==> src/rtl/flag_port_pkg.sv <==
// Package flag_port_pkg
// Purpose : shared width parameter and a parity helper for the flagged
//           register port.
// Assumes : nothing beyond the default byte-wide port.
package flag_port_pkg;
    parameter int unsigned PORT_W = 8;

    // Returns 1 when the vector has an even number of ones.
    function automatic logic even_ones(input logic [PORT_W-1:0] v);
        return ~(^v);
    endfunction
endpackage

==> src/rtl/rise_detect.sv <==
// Module rise_detect
// Purpose : reports the first sampled cycle in which a level is high after
//           being low in the cycle before.
// Assumes : the input is already synchronous to clk; IDLE sets the value the
//           history register takes in reset, so that an input at rest makes
//           no false edge.
module rise_detect #(
    parameter logic IDLE = 1'b0
) (
    input  logic clk,
    input  logic rst_n,
    input  logic level,
    output logic rise
);
    logic level_q;

    // Keep the previous sample of the level.
    always_ff @(posedge clk) begin
        if (!rst_n) level_q <= IDLE;
        else        level_q <= level;
    end

    // Edge = high now and low in the previous cycle.
    assign rise = level & ~level_q;
endmodule

==> src/rtl/flag_path.sv <==
// Module flag_path
// Purpose : one holding register with its ready flag. It loads on a strobe
//           edge while the load enable is low. The flag sets on a load and
//           clears on the rising edge of the output enable; a load wins.
// Assumes : strobe, load_n and oe_n are synchronous to clk.
module flag_path #(
    parameter int unsigned W = 8
) (
    input  logic         clk,
    input  logic         rst_n,
    input  logic         strobe,
    input  logic         load_n,
    input  logic         oe_n,
    input  logic [W-1:0] d,
    output logic [W-1:0] q,
    output logic         flag
);
    logic strobe_rise;
    logic oe_rise;
    logic load_now;

    rise_detect #(.IDLE(1'b0)) strobe_edge_i (
        .clk(clk), .rst_n(rst_n), .level(strobe), .rise(strobe_rise)
    );
    rise_detect #(.IDLE(1'b1)) oe_edge_i (
        .clk(clk), .rst_n(rst_n), .level(oe_n), .rise(oe_rise)
    );

    assign load_now = strobe_rise & ~load_n;

    // Hold the data word; capture it only on a qualified strobe edge.
    always_ff @(posedge clk) begin
        if (!rst_n)        q <= '0;
        else if (load_now) q <= d;
    end

    // Ready flag: a load sets it, the enable release clears it, set wins.
    always_ff @(posedge clk) begin
        if (!rst_n)        flag <= 1'b0;
        else if (load_now) flag <= 1'b1;
        else if (oe_rise)  flag <= 1'b0;
    end

    // a qualified strobe edge captures the input word.
    assert_load_capture_R1: assert property (@(posedge clk) disable iff (!rst_n)
        (strobe && !$past(strobe) && !load_n) |=> (q == $past(d)));

    // without a qualified strobe edge the contents stay.
    assert_hold_contents_R2: assert property (@(posedge clk) disable iff (!rst_n)
        !(strobe && !$past(strobe) && !load_n) |=> $stable(q));

    // a load leaves the flag high, even with an enable release.
    assert_flag_set_R3: assert property (@(posedge clk) disable iff (!rst_n)
        (strobe && !$past(strobe) && !load_n) |=> flag);

    // an enable release without a load clears the flag.
    assert_flag_clear_R4: assert property (@(posedge clk) disable iff (!rst_n)
        (oe_n && !$past(oe_n) && !(strobe && !$past(strobe) && !load_n)) |=> !flag);
endmodule

==> src/rtl/flag_reg_port.sv <==
// Module flag_reg_port
// Purpose : bidirectional byte port with two flagged holding registers. The
//           forward path takes side A, drives side B and generates parity.
//           The return path takes side B with a parity bit, drives side A and
//           reports a parity error.
// Assumes : one clock domain; pads are modelled as value plus drive enable.
module flag_reg_port
    import flag_port_pkg::*;
#(
    parameter int unsigned W = PORT_W
) (
    input  logic         clk,
    input  logic         rst_n,
    input  logic [W-1:0] a_in,
    input  logic [W-1:0] b_in,
    input  logic         par_in,
    input  logic         fwd_strobe,
    input  logic         fwd_load_n,
    input  logic         fwd_oe_n,
    input  logic         ret_strobe,
    input  logic         ret_load_n,
    input  logic         ret_oe_n,
    output logic [W-1:0] b_out,
    output logic         b_drive,
    output logic         par_out,
    output logic         par_drive,
    output logic [W-1:0] a_out,
    output logic         a_drive,
    output logic         fwd_flag,
    output logic         ret_flag,
    output logic         err_n
);
    localparam int unsigned RW = W + 1;

    logic [W-1:0]  fwd_q;
    logic [RW-1:0] ret_q;

    flag_path #(.W(W)) fwd_path_i (
        .clk(clk), .rst_n(rst_n), .strobe(fwd_strobe), .load_n(fwd_load_n),
        .oe_n(fwd_oe_n), .d(a_in), .q(fwd_q), .flag(fwd_flag)
    );

    flag_path #(.W(RW)) ret_path_i (
        .clk(clk), .rst_n(rst_n), .strobe(ret_strobe), .load_n(ret_load_n),
        .oe_n(ret_oe_n), .d({par_in, b_in}), .q(ret_q), .flag(ret_flag)
    );

    // Forward pads: register value, generated parity, shared enable.
    always_comb begin
        b_out     = fwd_q;
        b_drive   = ~fwd_oe_n;
        par_out   = even_ones(fwd_q);
        par_drive = ~fwd_oe_n;
    end

    // Return pads: data value and an error flag, idle high when not enabled.
    always_comb begin
        a_out   = ret_q[W-1:0];
        a_drive = ~ret_oe_n;
        err_n   = ret_oe_n | (^ret_q);
    end

    // the parity pin follows the side B drive enable.
    assert_par_follows_oe_R7: assert property (@(posedge clk) disable iff (!rst_n)
        par_drive == b_drive);

    // the parity bit cannot change while the forward register is unchanged.
    assert_par_stable_R7: assert property (@(posedge clk) disable iff (!rst_n)
        $stable(b_out) |-> $stable(par_out));

    // with the return output disabled the error output is inactive.
    assert_err_idle_R8: assert property (@(posedge clk) disable iff (!rst_n)
        ret_oe_n |-> err_n);
endmodule

==> config.mk <==
export PLATFORM = sky130hd
export DESIGN_NAME = flag_reg_port
export DESIGN_NICKNAME = d
export VERILOG_FILES = /design/src/rtl/flag_port_pkg.sv /design/src/rtl/rise_detect.sv /design/src/rtl/flag_path.sv /design/src/rtl/flag_reg_port.sv
export SDC_FILE = /design/constraint.sdc
export NUM_CORES = 1
export LEC_CHECK = 0
export ABC_AREA = 1
export BUFFER_PORTS_ARGS = -buffer_cell sky130_fd_sc_hd__buf_4
export CAP_MARGIN = 5
export CORE_ASPECT_RATIO = 1.25
export CORE_UTILIZATION = 49
export CTS_BUF_LIST = sky130_fd_sc_hd__clkbuf_4 sky130_fd_sc_hd__clkbuf_8
export DETAILED_ROUTE_END_ITERATION = 7
export PLACE_DENSITY = 0.89
export SKIP_CTS_REPAIR_TIMING = 1
export SYNTH_ARGS = -nofsm -noshare
export SYNTH_HDL_FRONTEND = slang
export SYNTH_SLANG_ARGS = --single-unit
export TNS_END_PERCENT = 50
==> constraint.sdc <==
create_clock -name clk -period 1.1 [get_ports clk]
set_clock_uncertainty 0.05 [all_clocks]
set_input_delay 0.22 -clock clk [delete_from_list [all_inputs] [get_ports clk]]
set_output_delay 0.22 -clock clk [all_outputs]
set_load 0.03 [all_outputs]
* Word level (Yosys, flattened, before mapping)
Cells that the tools add are included.
** Operators by class
- Add/subtract/negate cells :: 0
- Multiply operators :: 0
- Div/mod/pow operators :: 0
- $lt $le $gt $ge :: 0
- Eq/ne operators :: 0
- Shifts and indexed selects :: 0
- Multiplexer cells :: 4
- Bitwise operators :: 16
- Reductions and logical operators :: 4
** Operators with widths (count)
- $not A1 Y1 :: 9
- $reduce_xor A9 Y1 :: 1
- $reduce_xor A8 Y1 :: 1
- $and A1 B1 Y1 :: 6
- $mux W1 :: 4
- $reduce_bool A2 Y1 :: 2
- $or A1 B1 Y1 :: 1
** Word-level totals
- Bits in registers :: 23
- Latch bits :: 0
- RAM bits :: 0
- ROM bits :: 0
- Output and inout bits :: 23
- Logic and storage cells :: 32
- Memories kept :: 0

* Longest topological paths before layout
- Word-level depth :: 4
- Depth in mapped cells :: 9

* Hierarchy
Synthesis repeated with hierarchy kept, for this count alone.
** Unflattened totals
- Cells, all modules :: 192
- Area total of the unflattened synthesis :: 1226.2 um^2
** By module, submodules not included
- flag_path at ret_path_i :: instances 1, cells each 64, area an instance 430.4 um^2, seq. area each 200.2 um^2
- flag_path at fwd_path_i :: instances 1, cells each 58, area an instance 394.1 um^2, seq. area each 180.2 um^2
- flag_reg_port :: instances 1, cells each 52, area an instance 259.0 um^2, seq. area each 0.0 um^2
- rise_detect at fwd_path_i.strobe_edge_i ... :: instances 2, cells each 5, area an instance 37.5 um^2, seq. area each 20.0 um^2
- rise_detect at fwd_path_i.oe_edge_i ... :: instances 2, cells each 4, area an instance 33.8 um^2, seq. area each 20.0 um^2

* Worst setup path after synthesis
No wires, ideal clock.
- Path kind :: register -> output
- From :: reg fwd_path_i.q[7]
- To :: out par_out
- Arrival :: 1.155 ns
- Data required time :: 0.830 ns
- Path slack :: -0.325 ns
- Cell stages (with the launch flop) :: 9
- Path buffers :: 0
- Cell sequence :: dfxtp_1 -> inv_2 -> nor2_1 -> nor2_1 -> nand3_1 -> nand2_1 -> inv_1 -> nand2_1 -> nand2_1
** On the way
- Longest elaborated chain between the ends :: 2
** Ends and longest elaborated chain
- start, declared :: line flag_path.sv:15 : output logic [W-1:0] q,
- start signal, assigned :: line flag_path.sv:33 : if (!rst_n) q <= '0;
- start signal, assigned :: line flag_path.sv:34 : else if (load_now) q <= d;
- $reduce_xor A8 Y1 :: line flag_port_pkg.sv:10 : return ~(^v);
- $not A1 Y1 :: line flag_port_pkg.sv:10
- end, declared :: line flag_reg_port.sv:25 : output logic par_out,
No other way between the ends.

* Worst setup path after layout
- From :: reg ret_path_i.q[2]
- To :: out err_n
** On the way
- Longest elaborated chain between the ends :: 2
** Ends and longest elaborated chain
- start, declared :: line flag_path.sv:15
- start signal, assigned :: line flag_path.sv:33
- start signal, assigned :: line flag_path.sv:34
- $reduce_xor A9 Y1 :: line flag_reg_port.sv:60 : err_n = ret_oe_n | (^ret_q);
- $or A1 B1 Y1 :: line flag_reg_port.sv:60
- end, declared :: line flag_reg_port.sv:31 : output logic err_n
No other way between the ends.

==> key figures <==
Synthesis
  – Syn Inst Count: 166
  – Number of synthesized register bits: 23
  – Yosys warns: 0
  – Mean Syn Cell Area: 6.92 um2
  – Mapped Area: 0.00115 mm2
  – Post-Syn Nets: 191
  – Seq/Total Area, Yosys: 40.1%
  – Yosys cell types: 15

Timing
  – Fmax: 0.578 GHz
  – Final setup vio count: 18
  – Crit path time final: 1730 ps
  – Final worst setup slack: -630 ps
  – Unrepaired setup endpoints after global routing: yes
  – Final TNS setup: -2500 ps
  – Worst Tran Pin Value: 217 ps
  – Hold Violations, Final: 0
  – Worst rel slew slack: 85.5%
  – Slew Limit Fails: 0
  – Final critical-path share of the clock period: 157%

CTS
  – TritonCTS Buffers: 3
  – Worst-Skew Late Latency: 310 ps
  – Clk buf depth: 2
  – CTS Root Cell: clkbuf_4
  – Reg clk slew, reported paths: 130 ps
  – CTS tree: yes
  – Clock Sinks: 23
  – CTS H-tree depth: 1

Critical path
  – Setup crit end kind: output port
  – WP data arrival: 1460 ps
  – Cells on worst reg2reg path: 3
  – Crit path kind: register to output port
  – Critical Path RT: 830 ps
  – Startpoint Class: register
  – Critical path fanouts, max: 4

Placed design
  – Input/output buffers: 47
  – Detailed placer's ending HPWL: 2190 um
  – Pre-CTS setup slack: -268 ps
  – RePlAce Congestion: 0.770

Layout
  – ANT cells: 0
  – Final nets: 252
  – Post-layout util: 83.5%
  – Area Growth Syn to Fin: 60.8%
  – Fraction of layout cells with a size suffix above 1: 52.2%

Power and ir drop
  – Maximum vdd drop: 0.00112 V
  – Pwr Density: 1140 mW/mm2
  – Leak: 0.000940 uW

Global routing
  – GRT Total Usage: 23.9%
  – Initial antenna violation count: 0
  – First-pass GRT wire length: 4530 um
  – Number of global-route vias before repair: 1,186
  – Pin count of the biggest net entering global routing: 23
  – Total grt overflow: 0

Run
  – Max Cap Viol: 0

Outcome
  – Failing checks: setup timing
  – Outcome: finished with violations

Floorplan
  – I/O pin total: 48
  – Chip height: 56.1 um
  – Core ar.: 0.00221 mm2
  – Starting Density: 52.0%
  – Die area: 0.00254 mm2
  – Std-Cell Rows: 19
  – Die X-Extent: 45.3 um

Detailed routing
  – Number of routed nets with antenna violations: 0
  – DR pass1 iterations: 4
  – Vias after detailed routing: 1,240
  – Final Routed Wirelength: 3090 um
  – DR iter-0 viols: 34
  – Post-route DRC: 0
  – DR vias/cell: 4.82
  – Avg WL per Cell: 12.0 um

Worst hold path
  – Min-delay worst type: primary input to register
  – Hold Path Depth: 3
## critical path, cell delays in order (launching register included)
cell,delay [ps]
dfxtp_2,400
inv_2,60
nand2_1,80
nand2_2,70
nand2_1,100
nand3_1,110
nand3_1,110
nand3_2,70
buf_6,140
## registers in the layout (all words and copies together) (netlist names)
name                              cells
ret_path_i.flag                       1
ret_path_i.q                          9
fwd_path_i.oe_edge_i.level_q          1
fwd_path_i.q                          8
ret_path_i.oe_edge_i.level_q          1
ret_path_i.strobe_edge_i.level_q      1
fwd_path_i.strobe_edge_i.level_q      1
fwd_path_i.flag                       1
## metrics by stage
stage	std cells	hold slack, ps	cell area [um2]	power, uW
2_1_floorplan	166	263	1190	1360
3_3_place_gp	252	379	1650	1580
3_5_place_dp	252	385	1650	1620
4_1_cts	256	45.9	1680	2010
5_1_grt	257	51.9	1850	2210
6_report	257	49.0	1850	2110
## cell families after synthesis
family | Yosys count | share of synthesized area (%)
AO/OA/AOI/OAI | 39 | 17.0
XOR/XNOR | 3 | 2.29
buffers and inverters | 44 | 18.0
flip-flops | 23 | 40.1
AND/OR/NAND/NOR | 57 | 22.7
## final timing paths
| check | startpoint | slack, ps | end |
|---|---|---|---|
| max | ret_path_i.q[2]$_SDFFE_PN0P_ | -630 | err_n |
| min | ret_strobe | 50 | ret_path_i.strobe_edge_i.level_q$_SDFF_PN0_ |
| max reg2reg | ret_path_i.strobe_edge_i.level_q$_SDFF_PN0_ | 50 | ret_path_i.q[4]$_SDFFE_PN0P_ |
| min reg2reg | fwd_path_i.flag$_SDFFE_PN0P_ | 450 | fwd_path_i.flag$_SDFFE_PN0P_ |
## per-layer routing
layer  global-route usage, %  wire length (um)  vias up
met3                    3.25               119        8
li1                        -                 -      623
met5                       0                 0        -
met1                    25.6              1160      567
met2                    42.7              1740       42
met4                    12.6                65        0
## cells in the final DEF, fill, tap and decap left out, drive strengths merged
master  instances
clkbuf          3
nand3b          2
clkinv          1
a21oi          19
buf            69
nand3           7
xnor2           2
xor2            1
inv            31
nor2            6
nand2          42
o21ai          20
dfxtp          23
## where the power goes
group / internal (uW) / switching, uW / leakage, uW
Sequential: 885 / 50.9 / 0.000200
Clock: 136 / 264 / 0.0000177
Combinational: 367 / 411 / 0.000722
Total: 1390 / 726 / 0.000940
## area by class of cell
type | instances | area [um2]
clock buffers | 3 | 22.5
inverters | 31 | 119
fillers | 136 | 364
flip-flops and latches | 23 | 507
multi-input cells | 99 | 532
repair buffers | 69 | 623
well taps | 31 | 38.8
clock inverters | 1 | 5.00
## synth_stat cells (all sizes together)
cell type	number	area, um2
buf	13	90.1
nor2	6	22.5
nand3	7	35.0
xor2	1	8.76
nand3b	2	40.0
nand2	42	163
xnor2	2	17.5
o21ai	20	100
inv	31	116
dfxtp	23	460
a21oi	19	95.1
No activity file was read; power rests on OpenSTA's default activity.
